### src/rtl/core_irq_pkg.sv
package core_irq_pkg;
  localparam int DEF_LINES = 16;

  function automatic int unsigned idx_width(input int unsigned n);
    return (n > 1) ? $clog2(n) : 1;
  endfunction
endpackage

### src/rtl/irq_first_set.sv
module irq_first_set #(
  parameter int N = 16,
  parameter int W = 4
) (
  input  logic [N-1:0] vec,
  output logic         any,
  output logic [W-1:0] idx
);
  always_comb begin
    any = 1'b0;
    idx = '0;
    for (int i = N - 1; i >= 0; i--) begin
      if (vec[i]) begin
        any = 1'b1;
        idx = W'(i);
      end
    end
  end
endmodule

### src/rtl/irq_mask_unit.sv
module irq_mask_unit #(
  parameter int N = 16
) (
  input  logic         clk,
  input  logic         rst,
  input  logic         mask_we,
  input  logic [N-1:0] mask_wdata,
  input  logic         gdis,
  input  logic         gen,
  output logic [N-1:0] mask_q
);
  logic [N-1:0] saved_q;
  logic         blocked_q;
  logic [N-1:0] live_val;
  logic [N-1:0] saved_val;

  assign live_val  = mask_we ? mask_wdata : mask_q;
  assign saved_val = mask_we ? mask_wdata : saved_q;

  always_ff @(posedge clk) begin
    if (rst) begin
      mask_q    <= '0;
      saved_q   <= '0;
      blocked_q <= 1'b0;
    end else if (!blocked_q) begin
      if (gdis) begin
        saved_q   <= live_val;
        mask_q    <= '0;
        blocked_q <= 1'b1;
      end else begin
        mask_q <= live_val;
      end
    end else begin
      saved_q <= saved_val;
      if (gen && !gdis) begin
        mask_q    <= saved_val;
        blocked_q <= 1'b0;
      end
    end
  end

  a_r7_block_zeroes: assert property (@(posedge clk) disable iff (rst)
    (gdis && !blocked_q) |=> (mask_q == '0));
  a_r7_stay_zero: assert property (@(posedge clk) disable iff (rst)
    blocked_q |-> (mask_q == '0));
endmodule

### src/rtl/irq_pend_unit.sv
module irq_pend_unit #(
  parameter int N = 16,
  parameter int W = 4
) (
  input  logic         clk,
  input  logic         rst,
  input  logic         take,
  input  logic [W-1:0] take_idx,
  input  logic         rti,
  output logic [N-1:0] pend_q,
  output logic         pend_any,
  output logic [W-1:0] pend_top
);
  logic [N-1:0] set_vec;
  logic [N-1:0] clr_vec;

  irq_first_set #(.N(N), .W(W)) u_top (
    .vec(pend_q), .any(pend_any), .idx(pend_top)
  );

  generate
    for (genvar g = 0; g < N; g++) begin : g_bits
      assign set_vec[g] = take && (take_idx == W'(g));
      assign clr_vec[g] = rti && pend_any && (pend_top == W'(g));
    end
  endgenerate

  always_ff @(posedge clk) begin
    if (rst) pend_q <= '0;
    else     pend_q <= (pend_q & ~clr_vec) | set_vec;
  end

  a_r6_one_retired: assert property (@(posedge clk) disable iff (rst)
    (rti && !take && pend_any) |=> ($countones(pend_q) == $countones($past(pend_q)) - 1));
  a_r3_pend_set: assert property (@(posedge clk) disable iff (rst)
    take |=> pend_q[$past(take_idx)]);
endmodule

### src/rtl/core_irq_ctrl.sv
module core_irq_ctrl
  import core_irq_pkg::*;
#(
  parameter int NUM_LINES = DEF_LINES,
  parameter int IDX_W     = idx_width(NUM_LINES)
) (
  input  logic                 clk,
  input  logic                 rst,
  input  logic [NUM_LINES-1:0] irq_src,
  input  logic                 clr_we,
  input  logic [NUM_LINES-1:0] clr_data,
  input  logic                 mask_we,
  input  logic [NUM_LINES-1:0] mask_wdata,
  input  logic                 gdis,
  input  logic                 gen,
  input  logic                 ack,
  input  logic                 rti,
  output logic [NUM_LINES-1:0] latch_q,
  output logic [NUM_LINES-1:0] mask_q,
  output logic [NUM_LINES-1:0] pend_q,
  output logic                 irq_req,
  output logic [IDX_W-1:0]     irq_idx
);
  logic                 pend_any;
  logic [IDX_W-1:0]     pend_top;
  logic [NUM_LINES-1:0] eligible;
  logic [NUM_LINES-1:0] ack_clr;
  logic                 take;

  irq_mask_unit #(.N(NUM_LINES)) u_mask (
    .clk(clk), .rst(rst), .mask_we(mask_we), .mask_wdata(mask_wdata),
    .gdis(gdis), .gen(gen), .mask_q(mask_q)
  );

  irq_pend_unit #(.N(NUM_LINES), .W(IDX_W)) u_pend (
    .clk(clk), .rst(rst), .take(take), .take_idx(irq_idx), .rti(rti),
    .pend_q(pend_q), .pend_any(pend_any), .pend_top(pend_top)
  );

  generate
    for (genvar g = 0; g < NUM_LINES; g++) begin : g_line
      assign eligible[g] = latch_q[g] && mask_q[g] &&
                           (!pend_any || (W_CMP'(g) < W_CMP'(pend_top)));
      assign ack_clr[g]  = take && (irq_idx == IDX_W'(g));
    end
  endgenerate

  localparam int W_CMP = IDX_W + 1;

  irq_first_set #(.N(NUM_LINES), .W(IDX_W)) u_pick (
    .vec(eligible), .any(irq_req), .idx(irq_idx)
  );

  assign take = ack && irq_req;

  always_ff @(posedge clk) begin
    if (rst) latch_q <= '0;
    else     latch_q <= (latch_q & ~ack_clr & ~(clr_we ? clr_data : '0)) | irq_src;
  end

  a_r1_latched: assert property (@(posedge clk) disable iff (rst)
    1'b1 |=> ((latch_q & $past(irq_src)) == $past(irq_src)));
  a_r2_ack_clears: assert property (@(posedge clk) disable iff (rst)
    (take && !irq_src[irq_idx]) |=> !latch_q[$past(irq_idx)]);
  a_r5_outranks: assert property (@(posedge clk) disable iff (rst)
    irq_req |-> ((pend_q & ((NUM_LINES'(1) << irq_idx) | ((NUM_LINES'(1) << irq_idx) - NUM_LINES'(1)))) == '0));
  a_r5_enabled: assert property (@(posedge clk) disable iff (rst)
    irq_req |-> (latch_q[irq_idx] && mask_q[irq_idx]));
endmodule

### config.mk
export PLATFORM = sky130hd
export DESIGN_NAME = core_irq_ctrl
export DESIGN_NICKNAME = d
export VERILOG_FILES = /design/src/rtl/core_irq_pkg.sv /design/src/rtl/irq_first_set.sv /design/src/rtl/irq_mask_unit.sv /design/src/rtl/irq_pend_unit.sv /design/src/rtl/core_irq_ctrl.sv
export SDC_FILE = /design/constraint.sdc
export NUM_CORES = 1
export LEC_CHECK = 0
export ABC_AREA = 1
export CAP_MARGIN = 20
export CORE_MARGIN = 3
export CORE_UTILIZATION = 55
export CTS_CLUSTER_SIZE = 12
export DETAILED_ROUTE_END_ITERATION = 16
export DONT_BUFFER_PORTS = 1
export GPL_TIMING_DRIVEN = 1
export PLACE_DENSITY_LB_ADDON = 0.1
export SLEW_MARGIN = 15
export SYNTH_ARGS = -nofsm -noshare
export SYNTH_HDL_FRONTEND = slang
export SYNTH_SLANG_ARGS = --single-unit
export TNS_END_PERCENT = 20
### constraint.sdc
create_clock -name clk -period 2.17 [get_ports clk]
set_input_delay 0.1085 -clock clk [delete_from_list [all_inputs] [get_ports clk]]
set_output_delay 0.1085 -clock clk [all_outputs]
set_load 0.01 [all_outputs]
# == Word level (Yosys, flattened, before mapping) ==
# Cells that the tools add are included.
# op_classes
order_cmp,15
eq_ne,31
muxes,75
n_bitwise,8
n_reduce_logical,87
# op_table
cell,n
$mux 16,8
$mux 4,32
$logic_and 1x1->1,67
$eq 4x4->1 const B,16
$and 16x16->16,3
$not 16->16,3
$mux 1,35
$eq 4x3->1 const B,8
$or 16x16->16,2
$lt 4x4->1 const A,7
$eq 4x2->1 const B,4
$lt 3x4->1 const A,4
$logic_or 1x1->1,15
$eq 4x1->1 const B,2
$logic_not 4->1,2
$lt 1x4->1 const A,2
$lt 2x4->1 const A,2
$logic_not 1->1,2
$ne 2x2->1 const B,1
$reduce_bool 2->1,1
# totals
regBits,65
inputBits,56
output_inout_bits,53
word_cells,221

# == Depth between registers and ports, before layout ==
# depth
word_depth,40
depth_mapped,26
ltp_nobuf,26

# == By module ==
# From an unflattened synthesis, not the netlist that was laid out.
# unflattened
cells_unflattened,675
hier_area_um2,4125.2
# modules_own_cells
mod,instances,cells_each,area_each_um2,seq_area_each_um2
irq_mask_unit,1,299,1829.3,660.6
core_irq_ctrl,1,164,1102.3,320.3
irq_pend_unit,1,114,775.7,320.3
irq_first_set,2,49,209.0,0.0

# == Worst setup path after synthesis ==
# No wires, ideal clock.
# synth_path
kind,reg-to-reg
start,register u_pend.pend_q[8]
end,register latch_q[1]
setup_ns,0.128
t_arrival_ns,2.153
required_ns,2.042
slack_ns,-0.111
stages_incl_launch_ff,22
n_path_buf,0
synth_period_minus_slack_ns,2.281
path_cell_list,dfxtp_1 inv_1 nand2_1 inv_2 nand4_1 nand3_1 nand2_1 nand2_1 inv_2 nand2_4 nand2_2 nand2_1 nand2_1 inv_1 nor2_1 nand2_1 nand2_1 nand2_2 a21boi_4 nand3_1 a21oi_1 nor2_1
# synth_between
elab_chain_len,33
elab_cells_between_ends,104
cone_classes,15 x order compare; 1 x eq/ne; 50 x mux; 4 x bitwise; 34 x reduce/logical
# synth_rtl
item,line_no,rtl
start: declaration,irq_pend_unit.sv:10,"output logic [N-1:0] pend_q,"
start signal: assignment,irq_pend_unit.sv:30,else pend_q <= (pend_q & ~clr_vec) | set_vec;
$mux 4 or $mux 1 (tied branches) (9 in series),irq_first_set.sv:13,if (vec[i]) begin
$lt 4x4->1 or $logic_not 1->1 (tied branches),core_irq_ctrl.sv:43,(!pend_any || (W_CMP'(g) < W_CMP'(pend_top)));
$logic_or 1x1->1 or $logic_and 1x1->1 (tied branches),"core_irq_ctrl.sv:43, core_irq_ctrl.sv:42",
$logic_and 1x1->1 or $mux 4 (tied branches),"core_irq_ctrl.sv:42, irq_first_set.sv:13",
$mux 4 (14 in series),irq_first_set.sv:13,
$mux 4 (*),irq_first_set.sv:13,
named net irq_idx[0],core_irq_ctrl.sv:22,output logic [IDX_W-1:0] irq_idx
$eq 4x1->1 (*),core_irq_ctrl.sv:44,assign ack_clr[g] = take && (irq_idx == IDX_W'(g));
$logic_and 1x1->1 (*),core_irq_ctrl.sv:44,
$not 16->16 (*),core_irq_ctrl.sv:58,else latch_q <= (latch_q & ~ack_clr & ~(clr_we ? clr_data : '0)) | irq_src;
$and 16x16->16 (*) (2 in series),core_irq_ctrl.sv:58,
$or 16x16->16 (*),core_irq_ctrl.sv:58,
end signal: assignment,core_irq_ctrl.sv:58,
end: declaration,core_irq_ctrl.sv:18,"output logic [NUM_LINES-1:0] latch_q,"
# The timed path passes the listed nets; every way through them passes the cells marked *.
# A chain may end at the register's enable or synchronous reset.

# == Final worst setup path ==
# layout_path
start,register u_pend.pend_q[3]
end,output irq_idx[1]
# layout_between
elab_chain_len,22
elab_cells_between_ends,71
cone_classes,15 x order compare; 24 x mux; 32 x reduce/logical
# layout_rtl
item,line_no
$mux 4 or $mux 1 (tied branches) (4 in series),irq_first_set.sv:13
$lt 4x4->1 or $logic_not 1->1 (tied branches),core_irq_ctrl.sv:43
$logic_or 1x1->1 or $logic_and 1x1->1 (tied branches),"core_irq_ctrl.sv:43, core_irq_ctrl.sv:42"
$logic_and 1x1->1 or $mux 4 (tied branches),"core_irq_ctrl.sv:42, irq_first_set.sv:13"
$mux 4 (14 in series),irq_first_set.sv:13
$mux 4 (*),irq_first_set.sv:13
end: declaration,core_irq_ctrl.sv:22
# Mark *: on every way between the ends. The rest lies on a longest branch, timed or not.

==> reports/metrics.csv <==
metric,value,unit
status,finished with violations,
failed_checks,"negative hold slack, negative setup slack",
vias,4249,
die_h,88.2,um
clock-sinks,65,
skew,0.0108,ns
max_freq,367,MHz
htree_levels,3,
cp_slowest_cell,dfxtp_2,
antenna_found_initial,0,
wire_per_inst,17.5,um
grt_overflow,0,
tritoncts,built,
final-max-slew-violation-count,0,
worstHoldPathType,primary input to flop,
place_hpwl,9.08,mm
critical_path_class,flop to primary output,
power,4150,uW
syn_nets,624,
crit_path_start_kind,flop,
grt_pass1_wl,19.0,mm
cp_data_arrival_time,2.62,ns
gp_congestion,1.02,
port_buffers,0,
layout-drive-gt1-share,33.0,%
vdd_drop_max,585,uV
rsz0062_at_grt,true,
die_w,88.2,um
clk_root_buffer_cell,clkbuf_8,
slew_headroom,55.5,%
ys_types,34,
syn_avg_cell_area,6.54,um^2
drtIter0Drc,235,
ys_ff_latch,65,
post-route-period-util,126,%
dp.cells,698,
path_cells,buf_4 > inv_1 > a21oi_1 > buf_4 > buf_4 > nand3_2 > nand2_2 > nand3_2 > nand2_2 > nand3_1 > nand2_1 > nand2_1 > nand2_1 > nand2_2 > a21oi_4 > buf_6 > buf_4,
area_growth,38.9,%
ios,109,
synth_area,0.00372,mm^2
grt_use_total,31.5,%
power_leakage,0.00230,uW
start_util,57.6,%
grt_max_degree,49,
layout_commonest_cell,nand2_1,
cp_max_fo,4,
worst_ep_required_time,2.06,ns
clockBufferDepth,2,
cp-startpoint,u_pend.pend_q[3],
final_area,0.00516,mm^2
final_cell_mix,"nand2_1 (105), inv_1 (78), buf_4 (75), a21oi_1 (62), dfxtp_1 (57)",
ys_warn_count,0,
setup_violations,37,
worst_slew_pin_slew,0.667,ns
cap_viol_max_count,0,
rows,29,
clk_pin_slew,0.07,ns
dr.pass1.iters,5,
fin_util,79.9,%
hold_violations,47,
n_antenna_cell,0,
wl,12.9,mm
rr_startpoint,u_pend.pend_q[3],
pwr_density_cell,805,mW/mm^2
cpPeakStageDelay,0.40,ns
die_area,0.00778,mm^2
drc_errors,0,
fin_nets,710,
viasPerCell,5.78,
ctsHoldBuffers,8,
end_kind,primary output,
coreArea,0.00646,mm^2
ant_nets,0,
path_common_cell,buf_4,
stdcell_count,735,
fin_ws,-0.556,ns
hold_start,rst,
place_area,0.00432,mm^2
fin_crit,2.73,ns
clock_latency,0.35,ns
syn_inst,568,
cts_buffers,9,
ys_seq_area_share,35.0,%
grt_pass1_vias,3898,
hold_slack,-0.174,ns
what timing repair did:
action	4_1_cts	5_1_grt
pin swaps	15	31
hold endpoints to repair	55	47
endpoints found under the setup margin	37	37
gates resized for setup	31	68
setup buffers	9	5
power breakdown:
| part | internal [uW] | switching (uW) | total [uW] |
|---|---|---|---|
| registers | 1270 | 89.5 | 1360 |
| logic | 659 | 932 | 1590 |
| clock network | 736 | 464 | 1200 |
cells in the mapped netlist (all sizes together):
cell type	count	area (um^2)
inv	90	340
nand4	3	18.8
clkinv	1	3.75
clkbuf	17	63.8
a31oi	1	6.26
nor3	13	97.6
o211ai	5	37.5
or2	1	6.26
o31ai	5	37.5
a21oi	81	420
o21ai	51	263
buf	1	3.75
nor2	36	158
dfxtp	65	1300
nand3	53	315
a21boi	8	71.3
a21o	1	7.51
nand2	135	557
and2	1	8.76
critical path, delay by kind of cell, from the launching register on:
kind / cells / cell delay (ns)
flip-flops: 1 / 0.40
buffers and inverters: 6 / 0.69
AO/OA/AOI/OAI: 2 / 0.46
AND/OR/NAND/NOR: 9 / 0.69
worst paths after layout:
kind                            depth (start not counted)            endpoint  slack, ns
worst min register to register                          2  u_mask.saved_q[15]       0.52
worst max register to register                         19          latch_q[3]      -0.51
worst max-delay path                                   17          irq_idx[1]      -0.56
worst min-delay path                                    1   u_pend.pend_q[15]      -0.17
sequential cells by signal, indices dropped and copies added, names as in the netlist:
register          count
u_mask.saved_q       16
u_pend.pend_q        16
u_mask.blocked_q      1
latch_q              16
u_mask.mask_q        16
cell families after synthesis:
| kind of cell | share of synthesized area, % |
|---|---|
| AOI/OAI and AO/OA | 22.7 |
| buffers and inverters | 11.1 |
| DFF | 35.0 |
| and+or+nand+nor | 31.2 |
cell type report:
class,count,area [um^2]
clock inverter,2,60.1
sequential,65,1320
timing repair buffer,93,756
fill,452,1300
tap,77,96.3
clock buffer,13,169
inverter,91,352
multi-input combinational,394,2410
through the flow:
step | TNS [ns] | worst slack (ns)
floorplan | -0.672 | -0.0714
global placement | -10.33 | -0.421
detailed placement | -11.28 | -0.435
CTS | -12.94 | -0.429
global route | -22.06 | -0.692
finish | -16.40 | -0.556
routing by layer:
layer	vias to the layer above	global-route usage (%)	routed length, um
li1	2033	-	-
met1	1953	43.0	5340
met4	0	13.5	385
met3	34	6.52	1180
met5	-	0	0
met2	229	48.5	6000
No activity file was read; power rests on OpenSTA's default activity.
